### src/rtl/ldrn_pkg.sv
package ldrn_pkg;
    typedef enum logic [1:0] {
        OP_ADD  = 2'b00,
        OP_MUL  = 2'b01,
        OP_LOAD = 2'b10,
        OP_ARX  = 2'b11
    } fop_e;

    typedef enum logic {
        ST_FILL = 1'b0,
        ST_RUN  = 1'b1
    } rn_state_e;
endpackage

### src/rtl/ldrn_fifo.sv
module ldrn_fifo #(
    parameter int W     = 4,
    parameter int DEPTH = 4,
    localparam int IW   = (DEPTH > 1) ? $clog2(DEPTH) : 1,
    localparam int CW   = $clog2(DEPTH + 1)
) (
    input  logic          clk,
    input  logic          rst_n,
    input  logic          push,
    input  logic [W-1:0]  din,
    input  logic          pop,
    output logic [W-1:0]  dout,
    output logic [CW-1:0] count,
    output logic          empty,
    output logic          full
);
    logic [W-1:0]  mem [DEPTH];
    logic [IW-1:0] rd_ptr, wr_ptr;

    function automatic logic [IW-1:0] bump(input logic [IW-1:0] p);
        return (p == IW'(DEPTH - 1)) ? '0 : p + 1'b1;
    endfunction

    always_ff @(posedge clk) begin
        if (!rst_n) begin
            rd_ptr <= '0;
            wr_ptr <= '0;
            count  <= '0;
        end else begin
            if (push) wr_ptr <= bump(wr_ptr);
            if (pop)  rd_ptr <= bump(rd_ptr);
            count <= count + CW'(push) - CW'(pop);
        end
    end

    always_ff @(posedge clk) begin
        if (push) mem[wr_ptr] <= din;
    end

    assign dout  = mem[rd_ptr];
    assign empty = (count == '0);
    assign full  = (count == CW'(DEPTH));

    p_fifo_no_overflow_r5: assert property (@(posedge clk) disable iff (!rst_n)
        (push && !pop) |-> !full);
    p_fifo_no_underflow_r7: assert property (@(posedge clk) disable iff (!rst_n)
        pop |-> !empty);
endmodule

### src/rtl/ldrn_map.sv
module ldrn_map #(
    parameter int ARCH = 8,
    parameter int PW   = 4,
    parameter int NRD  = 3,
    localparam int AW  = $clog2(ARCH)
) (
    input  logic                     clk,
    input  logic                     rst_n,
    input  logic                     wr_en,
    input  logic [AW-1:0]            wr_addr,
    input  logic [PW-1:0]            wr_data,
    input  logic [NRD-1:0][AW-1:0]   rd_addr,
    output logic [NRD-1:0][PW-1:0]   rd_data
);
    logic [PW-1:0] tbl [ARCH];

    always_ff @(posedge clk) begin
        if (!rst_n) begin
            for (int i = 0; i < ARCH; i++) tbl[i] <= PW'(i);
        end else if (wr_en) begin
            tbl[wr_addr] <= wr_data;
        end
    end

    for (genvar g = 0; g < NRD; g++) begin : g_rd
        assign rd_data[g] = tbl[rd_addr[g]];
    end

    p_map_write_lands_r2: assert property (@(posedge clk) disable iff (!rst_n)
        wr_en |=> (tbl[$past(wr_addr)] == $past(wr_data)));
endmodule

### src/rtl/ldrn_top.sv
module ldrn_top
    import ldrn_pkg::*;
#(
    parameter int ARCH_REGS  = 8,
    parameter int PHYS_REGS  = 12,
    parameter int RETQ_DEPTH = 4,
    localparam int AW    = $clog2(ARCH_REGS),
    localparam int PW    = $clog2(PHYS_REGS),
    localparam int NFREE = PHYS_REGS - ARCH_REGS,
    localparam int FCW   = (NFREE > 1) ? $clog2(NFREE) : 1,
    localparam int FLC   = $clog2(NFREE + 1),
    localparam int RQC   = $clog2(RETQ_DEPTH + 1)
) (
    input  logic          clk,
    input  logic          rst_n,
    input  logic          in_valid,
    input  logic [1:0]    in_op,
    input  logic [AW-1:0] in_dst,
    input  logic [AW-1:0] in_src_a,
    input  logic [AW-1:0] in_src_b,
    output logic          in_ready,
    output logic          out_valid,
    output logic [PW-1:0] out_src_a,
    output logic [PW-1:0] out_src_b,
    output logic [PW-1:0] out_dst,
    input  logic          cmp_valid,
    input  logic [PW-1:0] cmp_tag
);
    rn_state_e state, state_nx;
    logic [FCW-1:0] fill_cnt;
    logic           fill_done;

    logic           is_load, acc, ld_acc, release_hit;
    logic           fl_push, fl_pop, fl_empty, fl_full;
    logic [PW-1:0]  fl_din, fl_head;
    logic [FLC-1:0] fl_cnt;
    logic           rq_push, rq_pop, rq_empty, rq_full;
    logic [2*PW-1:0] rq_din, rq_head;
    logic [RQC-1:0] rq_cnt;
    logic [2:0][AW-1:0] mrd_addr;
    logic [2:0][PW-1:0] mrd_data;

    assign is_load     = (fop_e'(in_op) == OP_LOAD);
    assign fill_done   = (fill_cnt == FCW'(NFREE - 1));
    assign release_hit = cmp_valid && !rq_empty && (rq_head[PW-1:0] == cmp_tag);
    assign mrd_addr    = {in_dst, in_src_b, in_src_a};

    // State register and fill counter
    always_ff @(posedge clk) begin
        if (!rst_n) begin
            state    <= ST_FILL;
            fill_cnt <= '0;
        end else begin
            state <= state_nx;
            if (state == ST_FILL) fill_cnt <= fill_cnt + 1'b1;
        end
    end

    // Next state and outputs
    always_comb begin
        state_nx = state;
        in_ready = 1'b0;
        fl_push  = 1'b0;
        fl_din   = rq_head[2*PW-1:PW];
        rq_pop   = 1'b0;
        unique case (state)
            ST_FILL: begin
                fl_push = 1'b1;
                fl_din  = PW'(ARCH_REGS) + PW'(fill_cnt);
                if (fill_done) state_nx = ST_RUN;
            end
            ST_RUN: begin
                in_ready = !is_load || (!fl_empty && !rq_full);
                fl_push  = release_hit;
                rq_pop   = release_hit;
            end
        endcase
    end

    assign acc       = in_valid && in_ready;
    assign ld_acc    = acc && is_load;
    assign fl_pop    = ld_acc;
    assign rq_push   = ld_acc;
    assign rq_din    = {mrd_data[2], fl_head};
    assign out_valid = acc;
    assign out_src_a = mrd_data[0];
    assign out_src_b = mrd_data[1];
    assign out_dst   = is_load ? fl_head : mrd_data[2];

    ldrn_map #(.ARCH(ARCH_REGS), .PW(PW), .NRD(3)) u_map (
        .clk(clk), .rst_n(rst_n),
        .wr_en(ld_acc), .wr_addr(in_dst), .wr_data(fl_head),
        .rd_addr(mrd_addr), .rd_data(mrd_data)
    );

    ldrn_fifo #(.W(PW), .DEPTH(NFREE)) u_free (
        .clk(clk), .rst_n(rst_n),
        .push(fl_push), .din(fl_din), .pop(fl_pop), .dout(fl_head),
        .count(fl_cnt), .empty(fl_empty), .full(fl_full)
    );

    ldrn_fifo #(.W(2*PW), .DEPTH(RETQ_DEPTH)) u_retq (
        .clk(clk), .rst_n(rst_n),
        .push(rq_push), .din(rq_din), .pop(rq_pop), .dout(rq_head),
        .count(rq_cnt), .empty(rq_empty), .full(rq_full)
    );

    p_fill_holds_input_r1: assert property (@(posedge clk) disable iff (!rst_n)
        (state == ST_FILL) |-> !out_valid);
    p_arith_no_stall_r6: assert property (@(posedge clk) disable iff (!rst_n)
        (state == ST_RUN && in_valid && !is_load) |-> out_valid);
    p_stall_keeps_queue_r5: assert property (@(posedge clk) disable iff (!rst_n)
        (state == ST_RUN && in_valid && is_load && !in_ready && !release_hit)
        |=> ($stable(rq_cnt) && $stable(fl_cnt)));
    p_release_refills_r7: assert property (@(posedge clk) disable iff (!rst_n)
        (release_hit && !ld_acc) |=> (fl_cnt == $past(fl_cnt) + 1'b1));
    p_release_room_r7: assert property (@(posedge clk) disable iff (!rst_n)
        release_hit |-> !fl_full);
endmodule

### config.mk
export PLATFORM = sky130hd
export DESIGN_NAME = ldrn_top
export DESIGN_NICKNAME = d
export VERILOG_FILES = /design/src/rtl/ldrn_pkg.sv /design/src/rtl/ldrn_fifo.sv /design/src/rtl/ldrn_map.sv /design/src/rtl/ldrn_top.sv
export SDC_FILE = /design/constraint.sdc
export NUM_CORES = 1
export LEC_CHECK = 0
export BUFFER_PORTS_ARGS = -buffer_cell sky130_fd_sc_hd__clkbuf_2
export CAP_MARGIN = 30
export CORE_ASPECT_RATIO = 1.4
export CORE_MARGIN = 4
export CORE_UTILIZATION = 37
export DETAILED_ROUTE_END_ITERATION = 6
export GPL_TIMING_DRIVEN = 0
export PLACE_DENSITY_LB_ADDON = 0.3
export REMOVE_ABC_BUFFERS = 1
export SLEW_MARGIN = 40
export SYNTH_ARGS = -nofsm -noshare
export SYNTH_HDL_FRONTEND = slang
export SYNTH_HIERARCHICAL = 1
export SYNTH_SLANG_ARGS = --single-unit
### constraint.sdc
create_clock -name clk -period 3.5 [get_ports clk]
set_input_delay 0.175 -clock clk [delete_from_list [all_inputs] [get_ports clk]]
set_output_delay 0.175 -clock clk [all_outputs]
set_load 0.01 [all_outputs]
==> flow_results.org, run 1 <==
** STA
- After layout, the worst path uses around 93% of the clock period.
- Derived from the worst setup path, the maximum achievable clock frequency is slightly above 0.3 GHz.
- For the finished layout, the period the worst path requires is roughly 3.3 ns.
- For the pin with the worst max-slew slack, the measured transition is ~0.82 ns.
- Sum Neg Setup Slack :: 0 ns
- Count of final hold-check violations :: 0
- The worst pin sits at a relative slew slack of ~45%.
- Setup violations, final :: 0
- Setup repair after global routing left no endpoint under its margin.
- On the final layout, the worst clock skew is approximately 0.0055 ns.
- The count of pins over their slew limit is 0.
- Hold Worst Slack :: around 0.37 ns

** Setup path
- Slowest CP cell :: dfxtp_1
- Setup slack of the most critical reg-to-reg path :: 0.24 ns
- STA classifies the critical path startpoint as a flip-flop.
- Kind of cell adding the most delay to the critical path :: simple AND/OR/NAND/NOR gates
- The number of cells on the worst reg-to-reg path is 10.
- STA classifies the critical path endpoint as a flip-flop.
- Required time worst endpoint :: 3.73 ns
- The critical path runs through a total of 10 cells.
- For this run, the slowest stage of the critical path takes just under 0.7 ns.
- The critical path is of the reg2reg type.
- In this run the worst path has a maximum fanout of 8.
- Counting stages on the worst path, the most repeated cell is ha_1.
- Destination of the worst register-to-register timing path :: u_retq/count[2]
- CP cell instances :: mux4_2 > xnor2_1 > nand3_1 > nor3_2 > ha_1 > inv_1 > ha_1 > fa_1 > xnor3_1 > and2_1
- Data on the critical path arrives at its endpoint at 3.49 ns.
- WP buf/inv :: 1

** Power and ir drop
- The analysis attributes to cell leakage a power of 1.93 nW.
- Peak supply drop :: between 0.0002 and 0.0003 V
- Power spread over the standard cell area amounts to approximately 480 nW/um^2.

** Routing
- Routed via count divided by cell count :: around 5.1
- TritonRoute pass-1 iters :: 5
- Summing over every cut layer, the via total after detailed routing is 2698.
- After detailed routing, the average wire length per cell comes to approximately 18 um.
- Violation count after the first detailed-routing iteration :: just over 100
- For this run, design rule violations remaining after detail routing come to 0.
- After detailed routing, the total wire length is around 9600 um.
- The detail route stage leaves a number of antenna-violating nets equal to 0.

** Clock network
- Number of setup buffers added after CTS :: 0
- Clock net sink count :: between 100 and 150
- Clock input transition at the sequential cells of the worst setup and hold paths :: approximately 0.060 ns
- Counting along the longest clock path gives a buffer depth of 2.
- Number of gates given a new drive strength after cts :: 0
- Clock tree from TritonCTS :: built
- CTS root buf :: clkbuf_16
- Hold repair after CTS inserted 0 buffers.
- Clock latency on the worst-skew pair :: between 0.3 and 0.4 ns
- Clock buffers created by TritonCTS :: 9
- The H-tree was split into 3 levels.

** Placement
- Count of port buffers added during placement :: 32
- Routability-driven placement finished with a final weighted congestion of approximately 0.8.
- Sum of net half-perimeters after detailed placement :: just over 7000 um

** Final layout
- Sequential cell area :: ~2800 sq um
- In the layout the commonest cells are 80 x edfxtp_1, 32 x clkbuf_2, 28 x mux4_1, 21 x dfxtp_1, 18 x inv_1.
- Fill cells in the final layout number about 1200.
- Leaving out fill and tap cells, the most frequent cell in the layout is edfxtp_1.
- Multi-input logic area :: roughly 2100 sq um
- Final #Nets :: between 300 and 400
- The repair_antennas step left the layout with diodes totalling 0.
- Fraction of layout cells with a size suffix above 1 :: between 20 and 25%
- Layout overhead on the synthesized area :: 11.4%

** GRT
- The number of antenna violations at the first check in global routing is 0.
- Global routing finished with a remaining overflow of 0.
- In the global route stage, overall resource usage came out at about an eighth.
- The via count of the first global-routing pass came to ~2900.
- Pin count of the biggest net entering global routing :: 24
- The first global-routing pass estimated 15400 um of wire.

** Die
- Die Area :: 15600 sq um
- Y dimension of the die :: between 100 and 150 um
- Row generation in the floorplan step produced 50 rows.
- Boundary Pins :: 33
- Core Area :: roughly 13000 sq um
- The die is 107 um wide.
- The initial utilization of the core area, before any placement, comes to between 30% and 40%.

** Logic synthesis
- Mean Syn Cell Area :: 16.2 sq um
- Cell Area, Synth :: 5060 sq um
- Count of warnings emitted by yosys :: 6
- Counting every instance in the synthesized netlist gives 312.

** Outcome
- Status :: complete, no violations

** Worst hold path
- Type of the worst min-delay path :: in2reg
- Worst min-delay path startpoint :: cmp_valid
- Hold depth :: 5
- The worst hold path terminates at u_retq/rd_ptr[1].

** Run
- Max-cap violations in this run came to 0.
## metal layers
| metal | global-route usage (%) | share of wire, % | vias to the layer above |
|---|---|---|---|
| met4 | 4.99 | 1.6 | 0 |
| met5 | 0 | 0 | - |
| li1 | - | - | 1287 |
| met1 | 14.5 | 40 | 1356 |
| met3 | 2.57 | 3.0 | 11 |
| met2 | 24.4 | 56 | 44 |
## cell type report
class | count | area share, %
Sequential cell | 101 | 50.0
Multi-Input combinational cell | 175 | 36.7
Clock buffer | 12 | 4.37
Tap cell | 182 | 4.04
Timing Repair Buffer | 32 | 2.84
Inverter | 18 | 1.20
Clock inverter | 4 | 0.843
## registers in the layout, indices dropped and copies added, names as in the netlist, named ones only
| name | flops |
|---|---|
| u_retq/wr_ptr | 2 |
| u_free/mem | 16 |
| u_map/tbl | 32 |
| u_retq/mem | 32 |
| fill_cnt | 2 |
| u_free/rd_ptr | 2 |
| u_retq/rd_ptr | 2 |
| u_free/wr_ptr | 2 |
| u_free/count | 3 |
| u_retq/count | 3 |
| state | 1 |
## worst min-delay path: stages
cell and delay [ns]:
clkbuf_2 0.08, nand3b_1 0.12, nor3_2 0.08, mux2i_1 0.14, nor2b_1 0.07
## per-stage QoR
step                      power [mW]  worst slack (ns)  area [sq um]  util (%)  instances
after floorplan                 1.67             0.698          4950         -        294
after global placement          1.78            0.0146          5340      39.9        508
after detailed placement        1.80             0.154          5340      39.9        508
after CTS                       2.77             0.144          5640      42.1        524
after global routing            2.87            0.0342          5640      42.1        524
final                           2.73             0.241          5640      42.1        524
## power breakdown
| group | internal (mW) | leakage (nW) | switching (mW) |
|---|---|---|---|
| logic | 0.153 | 0.901 | 0.188 |
| clock network | 0.571 | 0.143 | 0.399 |
| registers | 1.39 | 0.888 | 0.0348 |
## worst max path at each step
stage	end	start	slack [ns]
floorplan	u_retq/count[2]	flip-flop	0.70
finish	u_retq/count[2]	flip-flop	0.24
global placement	u_free/count[1]	flip-flop	0.01
detailed placement	u_retq/count[2]	flip-flop	0.15
CTS	u_retq/count[2]	flip-flop	0.14
global route	u_map/tbl[1][1]	u_retq/count[1]	0.03
(Power assumes the default switching activity.)
==> inputs of run 2 (changes only) <==
Clock period 3.5 ns to 3.1 ns, I/O delays scaled along.
==> run 2 against run 1 <==
Effect of this change: combinational power is 14% higher; clock power up 13%; via count is 0.85% higher; register-to-register slack about the same; cell count did not move; routed wire length grew 0.41%; non-clock buffer count stayed put; clock skew about the same; worst setup slack got worse by 0.011 ns; first-iteration DRC count shrank 0.98%; hold slack worse by 0.0018 ns; flip-flop and latch count stayed put; critical path type unchanged; largest cell class unchanged; largest power group unchanged; highest routed layer unchanged.
==> flow_results.org, run 2 (synthesis results as in run 1) <==
** Final layout
- Relative to the synthesized area, the layout overhead comes to 12.1%.
- Number of standard cells in the layout, taps in and fillers out :: 524 (unchanged)
- Number of inserted diodes :: 0 (unchanged)
- Sequential cell area :: 2830 sq um (+0.13%)
- Util after Layout :: 42.4% (+0.25 points)
- The library cell used most frequently in the layout, excluding fill and tap cells, is edfxtp_1.
- In the layout the commonest cells are 80 x edfxtp_1, 32 x clkbuf_2, 28 x mux4_1, 20 x dfxtp_1, 18 x inv_1.
- Final #Nets :: 373 (unchanged)
- Fraction of layout cells with a size suffix above 1 :: 24.3% (+1.5 points)
- Layout filler cell count :: 1233 (-0.24%)
- The multi-input logic area was 2100 sq um (+1.5%).
- The finished layout cell area was 5670 sq um (+0.60%).
- Largest registers :: u_map/tbl (32), u_retq/mem (32), u_free/mem (16)

** Routing
- Violation count after the first detailed-routing iteration :: 101 (-0.98%)
- The per-cell via count in the routed design came to 5.19 (+0.85%).
- Final WL :: 9590 um (+0.41%)
- Number of DRC violations after detailed routing :: 0 (unchanged)
- The number of detailed-routing iterations run before antenna repair came to 4 (-1).
- Vias :: 2721 (+0.85%)
- Wire length per cell :: 18.3 um (+0.41%)
- The number of nets with antenna violations after routing was 0 (unchanged).

** Die
- The initial core utilization is 37.8% (unchanged).
- The overall die width was 107 um (unchanged).
- Y dimension of the die :: 146 um (unchanged)
- The top-level I/O count came to 33 (unchanged).
- The die outline area came to 15600 sq um (unchanged).
- Core Area :: 13400 sq um (unchanged)
- The number of cell rows is 50 (unchanged).

** Placement
- Count of port buffers added during placement :: 32 (unchanged)
- The placed cell count came to 508 (unchanged).
- GP Congestion :: 0.796 (unchanged)
- Placed cell area :: 5340 sq um (unchanged)
- The half-perimeter wire length after placement came to 7120 um (unchanged).

** Setup path
- Number of cell instances on the worst register-to-register path :: 10 (unchanged)
- The setup path with the least slack is of type reg2reg.
- The largest individual stage delay along the critical path comes from the cell mux4_2.
- The endpoint required time on the critical path was 3.33 ns (-0.40 ns).
- Worst Path Arrival :: 3.10 ns (-0.39 ns)
- The maximum fanout along the worst path came to 8 (unchanged).
- CP cell instances :: mux4_2 > xnor2_1 > nand3_2 > nor3_4 > ha_1 > inv_1 > ha_1 > fa_1 > xnor3_1 > and2_1
- The longest individual stage delay on the worst path was 0.55 ns (-0.13 ns).
- The most numerous cell type found on the critical path is ha_1.
- Kind of launch point of the worst setup path :: flip-flop
- Kind of end point of the critical path :: flip-flop

** Power and ir drop
- The power density over the cells was 545 nW/um^2 (+13%).
- The clock network fraction of design power came to 35.5% (about the same).
- Sequential share of power :: 51.8% (-0.2 points)
- The cell internal power dissipation was 2.38 mW (+13%).
- Net switching fraction of the power :: 23.0% (+0.19 points)
- Combinational share of power :: 12.6% (about the same)
- The maximum resistive drop on vdd came to 0.000311 V (+13%).
- The overall power was 3.09 mW (+13%).
- The net load switching power is 0.711 mW (+14%).
- The cell leakage power was 1.95 nW (+0.95%).

** Clock network
- The clock latency on the worst-skew pair was 0.34 ns (about the same).
- Number of H-tree levels :: 3 (unchanged)
- The total clock sinks is 101 (unchanged).
- The tree is rooted in a clkbuf_16.
- Clock input transition at the sequential cells of the worst setup and hold paths :: 0.06 ns (about the same)
- The buffer depth of the longest clock path is 2 (unchanged).
- Number of setup buffers added after CTS :: 0 (unchanged)
- Clock buffers created by TritonCTS :: 9 (unchanged)
- Clock tree from TritonCTS :: built

** Outcome
- Status :: complete, no violations

** GRT
- Number of antenna violations at the first check in global routing :: 0 (unchanged)
- The pin count of the biggest net entering global routing was 24 (unchanged).
- The leftover overflow at the end of global routing came to 0 (unchanged).
- The wire length of the first global-routing pass was 15400 um (about the same).
- Number of global-route vias before repair :: 2882 (-0.035%)
- Total GRT Usage :: 13.1% (about the same)

** STA
- The final number of setup-violating endpoints came to 0 (unchanged).
- RSZ-0062 raised after global routing :: no
- Fraction of the cycle the final worst path needs :: 92.6% (-0.54 points)
- The count of pins over their slew limit is 0 (unchanged).
- The slew at the pin with the worst max-slew slack came to 0.851 ns (+0.0323 ns).
- The relative max-transition margin is 43.1% (-1.7 points).
- The worst hold margin came to 0.370 ns (-0.00182 ns).
- Count of final hold-check violations :: 0 (unchanged)
- The achievable clock frequency came to 0.348 GHz (+14%).
- The worst clock skew was 0.00595 ns (+0.000493 ns).
- The minimum period implied by the final worst setup slack was 2.87 ns (-0.389 ns).

** Run
- Max-capacitance violation count :: 0 (unchanged)

** Worst hold path
- Type of the worst min-delay path :: in2reg
- The cell count of the worst hold path was 5 (unchanged).
- Worst min-delay path startpoint :: cmp_valid
==> run 2: cell counts in the layout (fill, tap and decap cells not counted) <==
No cell type changed its count.
==> run 2: final cells by class <==
class | instances | area share [%]
sequential | 101 | 49.8
multi-input combinational | 175 | 37.0
clock buffer | 12 | 4.34
tap | 182 | 4.01
timing repair buffer | 32 | 2.82
inverter | 18 | 1.19
clock inverter | 4 | 0.838
==> run 2: worst paths after layout <==
path | slack, ns | endpoint
setup / recovery | 0.23 | u_retq/count[2]
setup reg to reg | 0.23 | u_retq/count[2]
hold / removal | 0.37 | u_retq/rd_ptr[1]
hold reg to reg | 0.53 | u_free/rd_ptr[0]
==> run 2: worst max-delay path: cells and delay by family (launching register included) <==
kind / cells / cell delay, ns
adders and majority gates: 3 / 0.73
and+or+nand+nor: 3 / 0.63
muxes: 1 / 0.55
DFF: 1 / 0.45
xor gates and xnor gates: 2 / 0.36
buffers and inverters: 1 / 0.04
==> run 2: timing repair <==
| action | CTS | global route |
|---|---|---|
| gates resized for setup | 5 | 10 |
| endpoints found under the setup margin | 36 | 35 |
| gates cloned | 0 | 0 |
| pin swaps | 0 | 1 |
| hold buffers | 0 | 0 |
==> run 2: routing by layer <==
| layer | GRT usage, % | part of all wire (%) | vias up |
|---|---|---|---|
| met1 | 14.5 | 40 | 1370 |
| met5 | 0 | 0 | - |
| met2 | 24.4 | 56 | 53 |
| met4 | 4.99 | 1.4 | 0 |
| li1 | - | - | 1288 |
| met3 | 2.57 | 3.2 | 10 |
==> run 2: power by group through the flow <==
stage / Clock (mW) / Combinational [mW] / Sequential, mW
after global placement: 0 / 0.379 / 1.63
after floorplan: 0 / 0.264 / 1.62
final: 1.10 / 0.390 / 1.60
after global routing: 1.20 / 0.437 / 1.61
after detailed placement: 0 / 0.393 / 1.64
after CTS: 1.13 / 0.394 / 1.61
==> run 2: per-stage QoR <==
stage	setup TNS, ns	setup slack [ns]
2_1_floorplan	0	0.298
3_3_place_gp	-4.99	-0.385
3_5_place_dp	-3.60	-0.246
4_1_cts	-1.38	-0.161
5_1_grt	0	0.0240
6_report	0	0.230
==> inputs of run 3 (changes only) <==
Settings changed: BUFFER_PORTS_ARGS -buffer_cell sky130_fd_sc_hd__clkbuf_2 to unset, DONT_BUFFER_PORTS set to 1, SYNTH_HIERARCHICAL 1 to unset.
==> run 3 against run 2 <==
Effect of this change: synthesized cell count is 21% higher; clock skew grew 0.0017 ns; register-to-register slack got worse by 0.07 ns; via count up 5.7%; critical path depth is 1 higher; critical path type unchanged.
==> flow_results.org, run 3 <==
** Clock network
- Clock net sink count :: 101 (unchanged)
- The buffer depth of the longest clock path was 2 (unchanged).
- The post-CTS clock slew at the launch and capture registers of the worst setup and hold paths was 0.07 ns (about the same).
- Clock tree from TritonCTS :: built
- CTS root buf :: clkbuf_16
- Clock buffers created by TritonCTS :: 9 (unchanged)
- Number of H-tree levels :: 3 (unchanged)
- Clock latency on the worst-skew pair :: 0.34 ns (about the same)

** GRT
- The global-route total usage across every layer is 13.5% (+0.43 points).
- The number of antenna violations at the first check in global routing is 0 (unchanged).
- The via count of the first global-routing pass came to 2949 (+2.3%).
- Global-route wire length before repair :: 16100 um (+4.6%)
- Pin count of the biggest net entering global routing :: 24 (unchanged)
- Congestion Overflow GR :: 0 (unchanged)

** Setup path
- Kind of end point of the critical path :: flip-flop
- Highest net fanout along the worst path :: 4 (-4)
- Number of cell instances on the worst register-to-register path :: 11 (+1)
- The data arrival time of the critical path was 3.17 ns (+0.07 ns).
- In this run the critical register-to-register path is captured at u_retq.count[2].
- End point of the critical path :: u_retq.count[2]
- STA classifies the critical path startpoint as a flip-flop.
- The setup slack of the most critical reg-to-reg path was 0.16 ns (-0.07 ns).
- The setup path with the least slack is of type reg2reg.
- Required time worst endpoint :: 3.33 ns (about the same)

** Logic synthesis
- Mean Syn Cell Area :: 13.4 sq um (-18%)
- The synthesized design contains 80 enable-type register cells.
- Gate count after technology mapping :: 379 (+21%)
- Fraction of post-synthesis cell area in the top cell type by area :: between 40% and 50%
- Cell Area, Synth :: 5060 sq um (about the same)
- Share of synthesized area occupied by flip-flops and latches :: between 50% and 60%
- The most common cell in the synthesized netlist is edfxtp_1.
- Of all flip-flops after synthesis, the portion carrying an async set or reset was 0%.
- The commonest cells after synthesis are 80 x edfxtp_1, 38 x nand2_1, 29 x nor2_1.
- By area the synthesized netlist is led by edfxtp_1 47%, mux4_2 8.5%, dfxtp_1 8.3%.
- For this run, the leading register cell type out of synthesis is edfxtp_1.
- Cell accounting for the most synthesized area :: edfxtp_1
- Number of distinct library cells after synthesis :: 48
- Count of warnings emitted by yosys :: 0 (-6)
- Yosys reg bits :: around 100

** Routing
- Routed via count divided by cell count :: 5.20 (+0.12%)
- Number of DRC violations after detailed routing :: 0 (unchanged)
- The average wire per cell in the routed design was 18.2 um (-0.63%).
- The total number of vias is 2875 (+5.7%).
- TritonRoute pass-1 iters :: 4 (unchanged)
- Final WL :: 10100 um (+4.9%)
- Violation count after the first detailed-routing iteration :: 129 (+28%)
- The number of nets with antenna violations after routing was 0 (unchanged).

** Final layout
- Fraction of layout cells with a size suffix above 1 :: 20.5% (-3.8 points)
- The top cell types in the final layout, fill and taps aside, are 80 x edfxtp_1, 38 x nand2_1, 29 x nor2_1.
- Multi-input logic area :: 2110 sq um (+0.54%)
- The count of non-filler cells in the finished layout is 553 (+5.5%).
- Largest registers :: u_map.tbl (32), u_retq.mem (32), u_free.mem (16)
- Number of inserted diodes :: 0 (unchanged)
- The library cell used most frequently in the layout, excluding fill and tap cells, is edfxtp_1.
- The sequential cell area was 2830 sq um (+0.13%).
- Final #Nets :: 400 (+7.2%)
- The number of fill cells in the layout is 1268 (+2.8%).
- From synthesis to final layout, the design area changed by 9.51%.

** Power and ir drop
- Switching pwr :: 0.759 mW (+6.8%)
- The clock network fraction of design power came to 35.3% (-0.2 points).
- Sequential share of power :: 52.5% (+0.7 points)
- Internal power contribution :: 2.31 mW (-3.0%)
- Combinational share of power :: 12.2% (-0.4 points)
- The power density over the cells is 554 nW/um^2 (+1.6%).
- Lkg Pwr :: 1.82 nW (-6.5%)
- Net switching fraction of the power :: 24.7% (+1.7 points)
- The maximum resistive drop on vdd came to 0.000296 V (-4.7%).

** STA
- Worst max-slew margin expressed relative to the limit :: 51.1% (+8.0 points)
- Setup violations, final :: 0 (unchanged)
- The worst clock skew came to 0.00763 ns (+0.00168 ns).
- Final critical-path required period :: 2.94 ns (+0.0702 ns)
- RSZ-0062 raised after global routing :: no
- The final sum of negative setup slack was 0 ns (unchanged).
- Fraction of the cycle the final worst path needs :: 94.8% (+2.3 points)
- Worst Tran Pin Value :: 0.731 ns (-0.120 ns)
- Final count of pins violating max slew :: 0 (unchanged)
- Max frequency :: 0.340 GHz (-2.4%)
- Count of final hold-check violations :: 0 (unchanged)

** Die
- The number of cell rows came to 50 (unchanged).
- The total core area is 13400 sq um (unchanged).
- The overall die width is 107 um (about the same).
- Initial Utilization :: 37.8% (about the same)
- The top-level I/O count is 33 (unchanged).
- The die height was 146 um (about the same).
- The die outline area was 15600 sq um (about the same).

** Placement
- The half-perimeter wire length after placement is 7260 um (+1.9%).
- Count of port buffers added during placement :: 0 (-100%)
- GP Congestion :: 0.751 (-5.7%)
- Cell Count Post-Placement :: 533 (+4.9%)

** Worst hold path
- Type of the worst min-delay path :: in2reg

** Outcome
- The flow ran to the end, and the final reports show no timing, DRC or antenna violations.

** Run
- The number of max-capacitance violations reported was 0 (unchanged).
-- run 3: cell count changes in the layout (fill, tap and decap cells not counted), moves of 6 or more --
cell / previous run / this run
nand2_1: 1 / 38
clkbuf_2: 32 / 0
nor2_1: 3 / 29
mux4_1: 28 / 5
mux4_2: 8 / 19
nand3_1: 1 / 12
nor3_1: 15 / 4
or3_1: 11 / 0
mux2i_1: 5 / 12
nor4_1: 7 / 0
inv_1: 18 / 12
-- run 3: how the worst min path moves through the flow --
stage	from	end	slack (ns)	depth (start not counted)
global placement	rst_n	state	0.28	1
detailed placement	rst_n	u_retq.count[2]	0.29	1
global route	in_dst[2]	u_map.tbl[1][0]	0.07	2
floorplan	rst_n	state	0.27	1
finish	in_dst[2]	u_map.tbl[1][0]	0.08	2
CTS	in_dst[2]	u_map.tbl[1][0]	0.06	2
-- run 3: metal layers --
layer,track usage (%),up-vias,routed length [um]
met2,22.9,76,5380
met5,0,-,0
met3,3.94,9,681
met1,16.1,1422,3900
li1,-,1368,-
met4,5.50,0,89
-- run 3: cells by family after synthesis --
family          Yosys count  synth area share [%]
buf+inv                  41                  3.90
simple gates            123                  12.0
mux                      55                  17.6
xor+xnor                 12                  2.22
compound gates           32                  4.52
flops                   101                  55.7
fa+ha+maj                15                  4.00
-- run 3: critical path, cell delays in order (launching register included) --
cell      delay (ns)
dfxtp_4         0.37
mux4_2          0.56
xnor2_4         0.23
o311a_4         0.26
o211ai_4        0.12
nor2_4          0.16
ha_4            0.21
nand2b_4        0.14
fa_2            0.36
xnor2_1         0.14
xnor2_1         0.12
and2_1          0.15
-- run 3: cell type report --
| type | count | area share [%] |
|---|---|---|
| clock buffers | 10 | 4.51 |
| clock inverters | 6 | 0.812 |
| inverters | 13 | 0.903 |
| multi-input cells | 237 | 38.0 |
| flip-flops and latches | 101 | 51.0 |
| well taps | 182 | 4.11 |
| repair buffers | 4 | 0.587 |
-- run 3: stage by stage --
step	total power, mW	instance area, sq um	setup WS (ns)	hold WS, ns	utilization (%)
4_1_cts	3.11	5510	0.0476	0.0587	41.1
3_3_place_gp	2.00	5140	-0.332	0.283	38.4
6_report	3.07	5550	0.160	0.0751	41.4
3_5_place_dp	2.02	5150	-0.365	0.287	38.5
5_1_grt	3.22	5550	0.0371	0.0740	41.4
2_1_floorplan	1.90	4920	0.251	0.272	-
-- run 3: power by group through the flow --
stage | clock network, mW | registers, mW | logic [mW]
after floorplan | 0 | 1.63 | 0.273
after global placement | 0 | 1.64 | 0.358
after detailed placement | 0 | 1.64 | 0.374
after CTS | 1.11 | 1.61 | 0.384
after global routing | 1.18 | 1.62 | 0.421
final | 1.08 | 1.61 | 0.375
-- run 3: repair_timing --
action | in CTS | in global routing
endpoints found under the hold margin | 21 | 0
endpoints found under the setup margin | 3 | 1
resized for setup | 6 | 4
pin swaps | 0 | 4
setup buffers | 2 | 1
hold buffers | 1 | 0
cloned | 0 | 0
